File: src/rtl/main_ctl_pkg.sv
// Package: shared encodings for the main control decoder.
// Assumes 6-bit opcode and funct fields; select encodings are fixed
// because downstream multiplexers decode them.
package main_ctl_pkg;

    localparam int OP_W    = 6;
    localparam int FN_W    = 6;
    localparam int SEL_W   = 2;
    localparam int ALUOP_W = 3;

    // opcode values understood by the decoder
    localparam logic [OP_W-1:0] OPC_RTYPE = 6'h00;
    localparam logic [OP_W-1:0] OPC_J     = 6'h02;
    localparam logic [OP_W-1:0] OPC_JAL   = 6'h03;
    localparam logic [OP_W-1:0] OPC_BEQ   = 6'h04;
    localparam logic [OP_W-1:0] OPC_ADDI  = 6'h08;
    localparam logic [OP_W-1:0] OPC_SLTIU = 6'h0B;
    localparam logic [OP_W-1:0] OPC_ANDI  = 6'h0C;
    localparam logic [OP_W-1:0] OPC_ORI   = 6'h0D;
    localparam logic [OP_W-1:0] OPC_LW    = 6'h23;
    localparam logic [OP_W-1:0] OPC_SW    = 6'h2B;

    // funct values that turn an R-type word into a register jump
    localparam logic [FN_W-1:0] FN_JR   = 6'h08;
    localparam logic [FN_W-1:0] FN_JALR = 6'h09;

    typedef enum logic [3:0] {
        CL_NONE, CL_RTYPE, CL_J, CL_JAL, CL_BEQ, CL_ADDI,
        CL_SLTIU, CL_ANDI, CL_ORI, CL_LW, CL_SW
    } op_class_e;

    typedef enum logic [1:0] { FN_PLAIN, FN_IS_JR, FN_IS_JALR } fn_class_e;

    typedef enum logic [SEL_W-1:0] { DST_RT = 2'd0, DST_RD = 2'd1, DST_R31 = 2'd2 } dst_sel_e;
    typedef enum logic [SEL_W-1:0] { OPB_REG = 2'd0, OPB_SEXT = 2'd1, OPB_ZEXT = 2'd2 } opb_sel_e;
    typedef enum logic [SEL_W-1:0] { WB_ALU = 2'd0, WB_MEM = 2'd1, WB_LINK = 2'd2 } wb_sel_e;

    typedef enum logic [ALUOP_W-1:0] {
        AOP_ADD = 3'd0, AOP_SUB = 3'd1, AOP_FUNCT = 3'd2,
        AOP_AND = 3'd3, AOP_OR  = 3'd4, AOP_SLTU  = 3'd5
    } alu_op_e;

    typedef struct packed {
        logic     reg_we;
        dst_sel_e dst;
        opb_sel_e opb;
        wb_sel_e  wb;
        logic     mem_rd;
        logic     mem_wr;
        logic     br;
        logic     jmp;
        logic     jmp_reg;
        alu_op_e  aop;
    } ctl_vec_t;

endpackage

File: src/rtl/main_ctl_op_class.sv
// Module: classifies the opcode field into one instruction class.
// Assumes opcode values from main_ctl_pkg; anything else maps to CL_NONE.
module main_ctl_op_class
    import main_ctl_pkg::*;
(
    input  logic [OP_W-1:0] opcode,
    output op_class_e       op_cls
);

    // map each supported opcode to its class
    always_comb begin
        unique case (opcode)
            OPC_RTYPE: op_cls = CL_RTYPE;
            OPC_J:     op_cls = CL_J;
            OPC_JAL:   op_cls = CL_JAL;
            OPC_BEQ:   op_cls = CL_BEQ;
            OPC_ADDI:  op_cls = CL_ADDI;
            OPC_SLTIU: op_cls = CL_SLTIU;
            OPC_ANDI:  op_cls = CL_ANDI;
            OPC_ORI:   op_cls = CL_ORI;
            OPC_LW:    op_cls = CL_LW;
            OPC_SW:    op_cls = CL_SW;
            default:   op_cls = CL_NONE;
        endcase
    end

endmodule

File: src/rtl/main_ctl_fn_class.sv
// Module: spots the register-jump function codes within R-type words.
// Assumes the caller only trusts the result when the opcode is R-type.
module main_ctl_fn_class
    import main_ctl_pkg::*;
(
    input  logic [FN_W-1:0] funct,
    output fn_class_e       fn_cls
);

    // distinguish jr, jalr and ordinary R-type operations
    always_comb begin
        if (funct == FN_JR)        fn_cls = FN_IS_JR;
        else if (funct == FN_JALR) fn_cls = FN_IS_JALR;
        else                       fn_cls = FN_PLAIN;
    end

endmodule

File: src/rtl/main_ctl_vec_gen.sv
// Module: builds the full control vector from the instruction class.
// Assumes fn_cls is meaningful only when op_cls is CL_RTYPE; every field
// of an unknown class is zero so no state is written.
module main_ctl_vec_gen
    import main_ctl_pkg::*;
(
    input  op_class_e op_cls,
    input  fn_class_e fn_cls,
    output ctl_vec_t  vec
);

    // start from an inert vector and set the fields each class needs
    always_comb begin
        vec = '{reg_we: 1'b0, dst: DST_RT, opb: OPB_REG, wb: WB_ALU,
                mem_rd: 1'b0, mem_wr: 1'b0, br: 1'b0, jmp: 1'b0,
                jmp_reg: 1'b0, aop: AOP_ADD};
        unique case (op_cls)
            CL_RTYPE: begin
                vec.dst = DST_RD;
                vec.aop = AOP_FUNCT;
                vec.reg_we  = (fn_cls != FN_IS_JR);
                vec.jmp_reg = (fn_cls != FN_PLAIN);
                if (fn_cls == FN_IS_JALR) vec.wb = WB_LINK;
            end
            CL_J: vec.jmp = 1'b1;
            CL_JAL: begin
                vec.jmp    = 1'b1;
                vec.reg_we = 1'b1;
                vec.dst    = DST_R31;
                vec.wb     = WB_LINK;
            end
            CL_BEQ: begin
                vec.br  = 1'b1;
                vec.aop = AOP_SUB;
            end
            CL_ADDI: begin
                vec.reg_we = 1'b1;
                vec.opb    = OPB_SEXT;
            end
            CL_SLTIU: begin
                vec.reg_we = 1'b1;
                vec.opb    = OPB_ZEXT;
                vec.aop    = AOP_SLTU;
            end
            CL_ANDI: begin
                vec.reg_we = 1'b1;
                vec.opb    = OPB_ZEXT;
                vec.aop    = AOP_AND;
            end
            CL_ORI: begin
                vec.reg_we = 1'b1;
                vec.opb    = OPB_ZEXT;
                vec.aop    = AOP_OR;
            end
            CL_LW: begin
                vec.reg_we = 1'b1;
                vec.opb    = OPB_SEXT;
                vec.wb     = WB_MEM;
                vec.mem_rd = 1'b1;
            end
            CL_SW: begin
                vec.opb    = OPB_SEXT;
                vec.mem_wr = 1'b1;
            end
            default: ;
        endcase
    end

endmodule

File: src/rtl/main_ctl_decoder.sv
// Module: top of the main control decoder for a single-cycle core.
// Purely combinational: outputs follow opcode/funct in the same cycle.
// Assumes the datapath gates is_branch with the ALU zero flag.
module main_ctl_decoder
    import main_ctl_pkg::*;
(
    input  logic [5:0] opcode,
    input  logic [5:0] funct,
    output logic       reg_we,
    output logic [1:0] dst_sel,
    output logic [1:0] opb_sel,
    output logic [1:0] wb_sel,
    output logic       mem_rd,
    output logic       mem_wr,
    output logic       is_branch,
    output logic       is_jump,
    output logic       is_jump_reg,
    output logic [2:0] alu_op
);

    op_class_e op_cls;
    fn_class_e fn_cls;
    ctl_vec_t  vec;

    main_ctl_op_class u_op_class (.opcode(opcode), .op_cls(op_cls));
    main_ctl_fn_class u_fn_class (.funct(funct), .fn_cls(fn_cls));
    main_ctl_vec_gen  u_vec_gen  (.op_cls(op_cls), .fn_cls(fn_cls), .vec(vec));

    // unpack the control vector onto the ports
    always_comb begin
        reg_we      = vec.reg_we;
        dst_sel     = vec.dst;
        opb_sel     = vec.opb;
        wb_sel      = vec.wb;
        mem_rd      = vec.mem_rd;
        mem_wr      = vec.mem_wr;
        is_branch   = vec.br;
        is_jump     = vec.jmp;
        is_jump_reg = vec.jmp_reg;
        alu_op      = vec.aop;
    end

endmodule

File: config.mk
export PLATFORM = sky130hd
export DESIGN_NAME = main_ctl_decoder
export DESIGN_NICKNAME = d
export VERILOG_FILES = /design/src/rtl/main_ctl_pkg.sv /design/src/rtl/main_ctl_op_class.sv /design/src/rtl/main_ctl_fn_class.sv /design/src/rtl/main_ctl_vec_gen.sv /design/src/rtl/main_ctl_decoder.sv
export SDC_FILE = /design/constraint.sdc
export NUM_CORES = 1
export LEC_CHECK = 0
export ABC_AREA = 0
export BUFFER_PORTS_ARGS = -buffer_cell sky130_fd_sc_hd__buf_2
export CAP_MARGIN = 20
export CORE_AREA = 2 2 39 41
export DETAILED_ROUTE_END_ITERATION = 7
export DIE_AREA = 0 0 41 43
export GPL_ROUTABILITY_DRIVEN = 0
export PLACE_DENSITY = 0.53
export SYNTH_ARGS = -nofsm -noshare
export SYNTH_HDL_FRONTEND = slang
export SYNTH_SLANG_ARGS = --single-unit
File: constraint.sdc
create_clock -name vclk -period 2.6
set_input_delay 0.52 -clock vclk [all_inputs]
set_output_delay 0.52 -clock vclk [all_outputs]
set_load 0.02 [all_outputs]
==> metrics.md, run 1 <==
| Metric | Value |
|---|---|
| Status | finished, final reports clean |
| Total power | 0.0437 mW |
| Post-synthesis cell type count | 23 |
| Most frequent cells in the layout | buf_2 (27), nor2_1 (10), nand2_1 (4) |
| Layout Cells excl Fill | 82 |
| Max frequency | 472 MHz |
| Routed length per placed instance | 9.33 um |
| Min Tclk post-route | 2120 ps |
| Core area | 0.00138 mm^2 |
| Crit. End Element | primary output |
| Cell area power density | 117 mW/mm^2 |
| Chip Width | 41 um |
| Mapped Cells | 42 |
| Worst slew margin | 79.4% |
| Maxcap violations | 0 |
| Maximum net fanout on the critical path | 3 |
| Design area | 374 um^2 |
| Site Rows | 14 |
| Port-buffer cells | 27 |
| Area of placed instances | 374 um^2 |
| Largest stage delay on the critical path | 430 ps |
| M1 wire length | 328 um |
| Critical-path cell list | buf_2 > nand2b_1 > or4_4 > o21a_1 > nor2_1 > buf_2 |
| Setup crit end | wb_sel[1] |
| Met3 wire length | 34 um |
| Layout cell share with drive strength beyond 1 | 42.4% |
| Final hold viol count | 0 |
| Initial antenna violation count | 0 |
| Max-slew violation count | 0 |
| DRT antenna net count | 0 |
| Peak supply drop | 0.0417 mV |
| DRC Markers | 0 |
| YS warnings | 0 |
| Pre-antenna DRT Iters | 1 |
| Final #Nets | 80 |
| Leakage power | 0.210 nW |
| Most frequent cell on the critical path | buf_2 |
| Worst EP required | 2080 ps |
| Synthesized area | 236 um^2 |
| Hold_sp | opcode[5] |
| Die ar. | 0.00176 mm^2 |
| DR top layer | met3 |
| Setup Viol. Count Final | 0 |
| DR vias/cell | 4.39 |
| Final hold slack | 1370 ps |
| Post-Route Setup TNS | 0 ps |
| Number of I/O pins | 27 |
| RSZ-0062 raised after global routing | false |
| Postcts setup bufs | 0 |
| DPL Wire Length | 639 um |
| Mapped Nets | 54 |
| Met2 WL | 401 um |
| Setup CP Type | primary input to primary output |
| Seq_cells | 0 |
| Clock buffers | 0 |
| Overall routing resource usage | 8.19% |
| Critical path arrival | 1600 ps |
| Seq/Total Area, Yosys | 0% |
| Slowest CP cell | or4_4 |
| 1st-iter DRT viols | 0 |
| Average size of a mapped cell | 5.63 um^2 |
| DR vias | 360 |
| Vias in the first global route | 281 |
| First-pass GRT wire length | 1110 um |
| Die height | 43 um |
| Routed wire length | 765 um |
| Post-CTS resize count | 0 |
| Commonest non-fill, non-tap cell in the layout | buf_2 |
| # hold bufs at CTS | 0 |
| Min-Delay Path Class | primary input to primary output |
| Grt total ovfl | 0 |
| Inst Count DP | 82 |
| Slew @ Worst Pin | 307 ps |
| CP startpoint kind | primary input |
| Pin count of the biggest net entering global routing | 12 |
| Final worst path period share | 81.4% |
| Area growth, synth to finish | 58.2% |
| Starting Density | 17.1% |
| ANT cells | 0 |
| Filler cell count | 161 |
| Reg area | 0 um^2 |
| Worst Setup SP | funct[2] |
cells by family (layout without fill, tap and decap cells):
| kind of cell | Yosys count | in the layout | synth area share, % |
|---|---|---|---|
| buffers and inverters | 5 | 29 | 10.6 |
| and+or+nand+nor | 28 | 28 | 60.8 |
| xor gates and xnor gates | 2 | 2 | 7.41 |
| muxes | 1 | 1 | 4.23 |
| AOI/OAI and AO/OA | 6 | 6 | 16.9 |
cell usage after synthesis, drive strengths merged (2+ instances only):
master  count  area [um^2]
buf         3         17.5
inv         2         7.51
nand2       4         15.0
nand2b      2         12.5
nand3       3         15.0
nor2       10         37.5
nor3        2         10.0
nor3b       2         15.0
stage by stage:
| stage | worst slack (ps) | utilization (%) |
|---|---|---|
| after CTS | 475 | 27.0 |
| after global placement | 494 | 27.0 |
| after floorplan | 331 | - |
| final | 482 | 27.0 |
| after detailed placement | 479 | 27.0 |
| after global routing | 436 | 27.0 |
final cells by class:
cell class	count	area, um^2	share of cell area (%)
inverter	2	7.51	2.01
multi-input combinational	37	211	56.5
tap	16	20.0	5.35
timing repair buffer	27	135	36.1
layer usage:
layer | vias to the layer above | track usage (%)
met3 | 0 | 0
met2 | 8 | 14.7
met4 | 0 | 0
met5 | - | 0
met1 | 157 | 11.1
li1 | 195 | -
worst min-delay path by stage:
stage	end	depth (start not counted)
after floorplan	alu_op[0]	1
after global placement	alu_op[0]	3
after detailed placement	alu_op[0]	3
after CTS	alu_op[0]	3
after global routing	alu_op[0]	3
final	alu_op[0]	3
power by group:
part	switching, mW	internal (mW)
clock	0	0
sequential	0	0
combinational	0.0257	0.0180
critical path: cells and delay by family:
family | cells | cell delay (ps)
and+or+nand+nor | 3 | 630
buffers and inverters | 2 | 250
AOI/OAI and AO/OA | 1 | 200
(Power assumes the default switching activity.)
==> inputs of run 2 (changes only) <==
--- a/config.mk
+++ b/config.mk
@@ -5,14 +5,14 @@
 export SDC_FILE = /design/constraint.sdc
 export NUM_CORES = 1
 export LEC_CHECK = 0
-export ABC_AREA = 0
+export ABC_AREA = 1
 export BUFFER_PORTS_ARGS = -buffer_cell sky130_fd_sc_hd__buf_2
 export CAP_MARGIN = 20
 export CORE_AREA = 2 2 39 41
 export DETAILED_ROUTE_END_ITERATION = 7
 export DIE_AREA = 0 0 41 43
 export GPL_ROUTABILITY_DRIVEN = 0
-export PLACE_DENSITY = 0.53
+export PLACE_DENSITY = 0.54
 export SYNTH_ARGS = -nofsm -noshare
 export SYNTH_HDL_FRONTEND = slang
 export SYNTH_SLANG_ARGS = --single-unit
==> constraint.sdc (replaced) <==
create_clock -name vclk -period 2.14
set_input_delay 0.428 -clock vclk [all_inputs]
set_output_delay 0.428 -clock vclk [all_outputs]
set_load 0.02 [all_outputs]
==> metrics.md, run 2 <==
| Metric | Value |
|---|---|
| Worst slew margin | 80.3% (was 79.4%) |
| Pre-CTS WS | 433 ps (was 479 ps) |
| Seq/Total Area, Yosys | 0% (unchanged) |
| Setup CP Type | primary input to primary output (unchanged) |
| Slew @ Worst Pin | 294 ps (was 307 ps) |
| Min-Delay Path Class | primary input to primary output (unchanged) |
| Initial antenna violation count | 0 (unchanged) |
| Peak supply drop | 0.0330 mV (was 0.0417 mV) |
| Seq_cells | 0 (unchanged) |
| Site Rows | 14 (unchanged) |
| Number of I/O pins | 27 (unchanged) |
| Core area | 0.00138 mm^2 (unchanged) |
| Chip Width | 41 um (unchanged) |
| DRC Markers | 0 (unchanged) |
| Clock buffers | 0 (unchanged) |
| Vias in the first global route | 280 (was 281) |
| Die ar. | 0.00176 mm^2 (unchanged) |
| DRT antenna net count | 0 (unchanged) |
| Design area | 397 um^2 (was 374 um^2) |
| Critical path arrival | 1290 ps (was 1600 ps) |
| Seq pwr share | 0% (about the same) |
| Final hold viol count | 0 (unchanged) |
| Synth area leaders | nand2_1 (18%), nand3_1 (16%), inv_1 (14%), nor2_1 (12%), nor2_4 (9.0%) (was nor2_1 (16%), nand3_1 (6.3%), nand2_1 (6.3%), nor3b_1 (6.3%), nand2b_1 (5.3%)) |
| Mapped Nets | 64 (was 54) |
| Net Switching | 0.0308 mW (was 0.0257 mW) |
| Filler cell count | 166 (was 161) |
| DPL Wire Length | 660 um (was 639 um) |
| Most frequent cells in the layout | buf_2 (27), nand2_1 (12), inv_1 (9) (was buf_2 (27), nor2_1 (10), nand2_1 (4)) |
| Worst EP required | 1710 ps (was 2080 ps) |
| # hold bufs at CTS | 0 (unchanged) |
| Max-slew violation count | 0 (unchanged) |
| Post-CTS resize count | 0 (unchanged) |
| Starting Density | 18.0% (was 17.1%) |
| Switching share of power | 61.7% (was 58.8%) |
| Post-Route Setup TNS | 0 ps (unchanged) |
| Status | finished, final reports clean (unchanged) |
| Routed length per placed instance | 7.37 um (was 9.33 um) |
| Routed wire length | 693 um (was 765 um) |
| Worst hold stages | 3 (unchanged) |
| Port-buffer cells | 27 (unchanged) |
| Overall routing resource usage | 7.89% (was 8.19%) |
| Layout cell share with drive strength beyond 1 | 42.3% (was 42.4%) |
| Die height | 43 um (unchanged) |
| Pre-antenna DRT Iters | 3 (was 1) |
| Area leader, netlist | nand2_1 (was nor2_1) |
| CP startpoint kind | primary input (unchanged) |
| P_int | 0.0191 mW (was 0.0180 mW) |
| Pin count of the biggest net entering global routing | 8 (was 12) |
| First-pass GRT wire length | 1070 um (was 1110 um) |
| Gate power share | 100.0% (about the same) |
| Most frequent cells after synthesis | nand2_1 (12), inv_1 (9), nand3_1 (8), nor2_1 (8) (was nor2_1 (10), nand2_1 (4), nand3_1 (3)) |
| Max frequency | 582 MHz |
| Synthesized area | 249 um^2 (was 236 um^2) |
| Reg area | 0 um^2 (unchanged) |
| ANT cells | 0 (unchanged) |
| Min Tclk post-route | 1720 ps |
| Synth top area share | 18.1% (was 15.9%) |
| Inst Count DP | 94 (was 82) |
| Commonest non-fill, non-tap cell in the layout | buf_2 (unchanged) |
| Cell area power density | 126 mW/mm^2 (was 117 mW/mm^2) |
| Crit. End Element | primary output (unchanged) |
| Grt total ovfl | 0 (unchanged) |
| Maximum net fanout on the critical path | 7 (was 3) |
| DR vias/cell | 4.22 (was 4.39) |
| YS warnings | 0 (unchanged) |
| Postcts setup bufs | 0 (unchanged) |
| DR vias | 397 (was 360) |
| Area growth, synth to finish | 59.3% (was 58.2%) |
| Clock share of power | 0% (about the same) |
| Setup Viol. Count Final | 0 (unchanged) |
| Area of placed instances | 397 um^2 (was 374 um^2) |
| Layout Cells excl Fill | 94 (was 82) |
| Final #Nets | 92 (was 80) |
| Maxcap violations | 0 (unchanged) |
| Most frequent cell after synthesis | nand2_1 (was nor2_1) |
| Final worst path period share | 80.3% |
| Leakage power | 0.300 nW (was 0.210 nW) |
| Final WS setup | 421 ps (was 482 ps) |
| RSZ-0062 raised after global routing | false (unchanged) |
| 1st-iter DRT viols | 2 (was 0) |
| Average size of a mapped cell | 4.79 um^2 (was 5.63 um^2) |
| Mapped Cells | 52 (was 42) |
| Post-synthesis cell type count | 15 (was 23) |
-- run 2: critical path, stage by stage --
cell	delay, ps
buf_2	120
nor2_4	180
inv_2	50
nor2_1	150
nand2_1	120
nand3_1	90
buf_2	160
-- run 2: metrics by stage --
stage | utilization, % | hold slack [ps] | power (mW)
final | 28.7 | 1180 | 0.0499
after CTS | 28.7 | 1180 | 0.0503
after global routing | 28.7 | 1200 | 0.0556
after global placement | 28.7 | 1180 | 0.0501
after floorplan | - | 942 | 0.0266
after detailed placement | 28.7 | 1180 | 0.0502
-- run 2: metal layers --
metal	track usage, %	part of all wire (%)	vias up
met5	0	0	-
met4	0	0	0
met2	13.4	50	11
li1	-	-	219
met1	11.1	41	167
met3	0.524	8.2	0
-- run 2: layout make-up --
class / count / area, um^2 / area share (%)
Multi-Input combinational cell: 40 / 200 / 50.5
Timing Repair Buffer: 27 / 135 / 34.1
Inverter: 11 / 41.3 / 10.4
Tap cell: 16 / 20.0 / 5.05
-- run 2: power by group through the flow --
stage / combinational, mW / clock, mW / sequential [mW]
finish: 0.0499 / 0 / 0
global route: 0.0556 / 0 / 0
CTS: 0.0503 / 0 / 0
detailed placement: 0.0502 / 0 / 0
global placement: 0.0501 / 0 / 0
floorplan: 0.0266 / 0 / 0
-- run 2: kinds of logic (layout without fill, tap and decap cells) --
group	Yosys count	after routing	synth area share [%]
simple gates	38	38	76.4
buf+inv	12	38	19.6
compound gates	2	2	4.02
-- run 2: worst paths after layout --
kind / start / end / slack, ps
setup / recovery: opcode[5] / alu_op[0] / 420
hold / removal: opcode[3] / is_jump / 1180
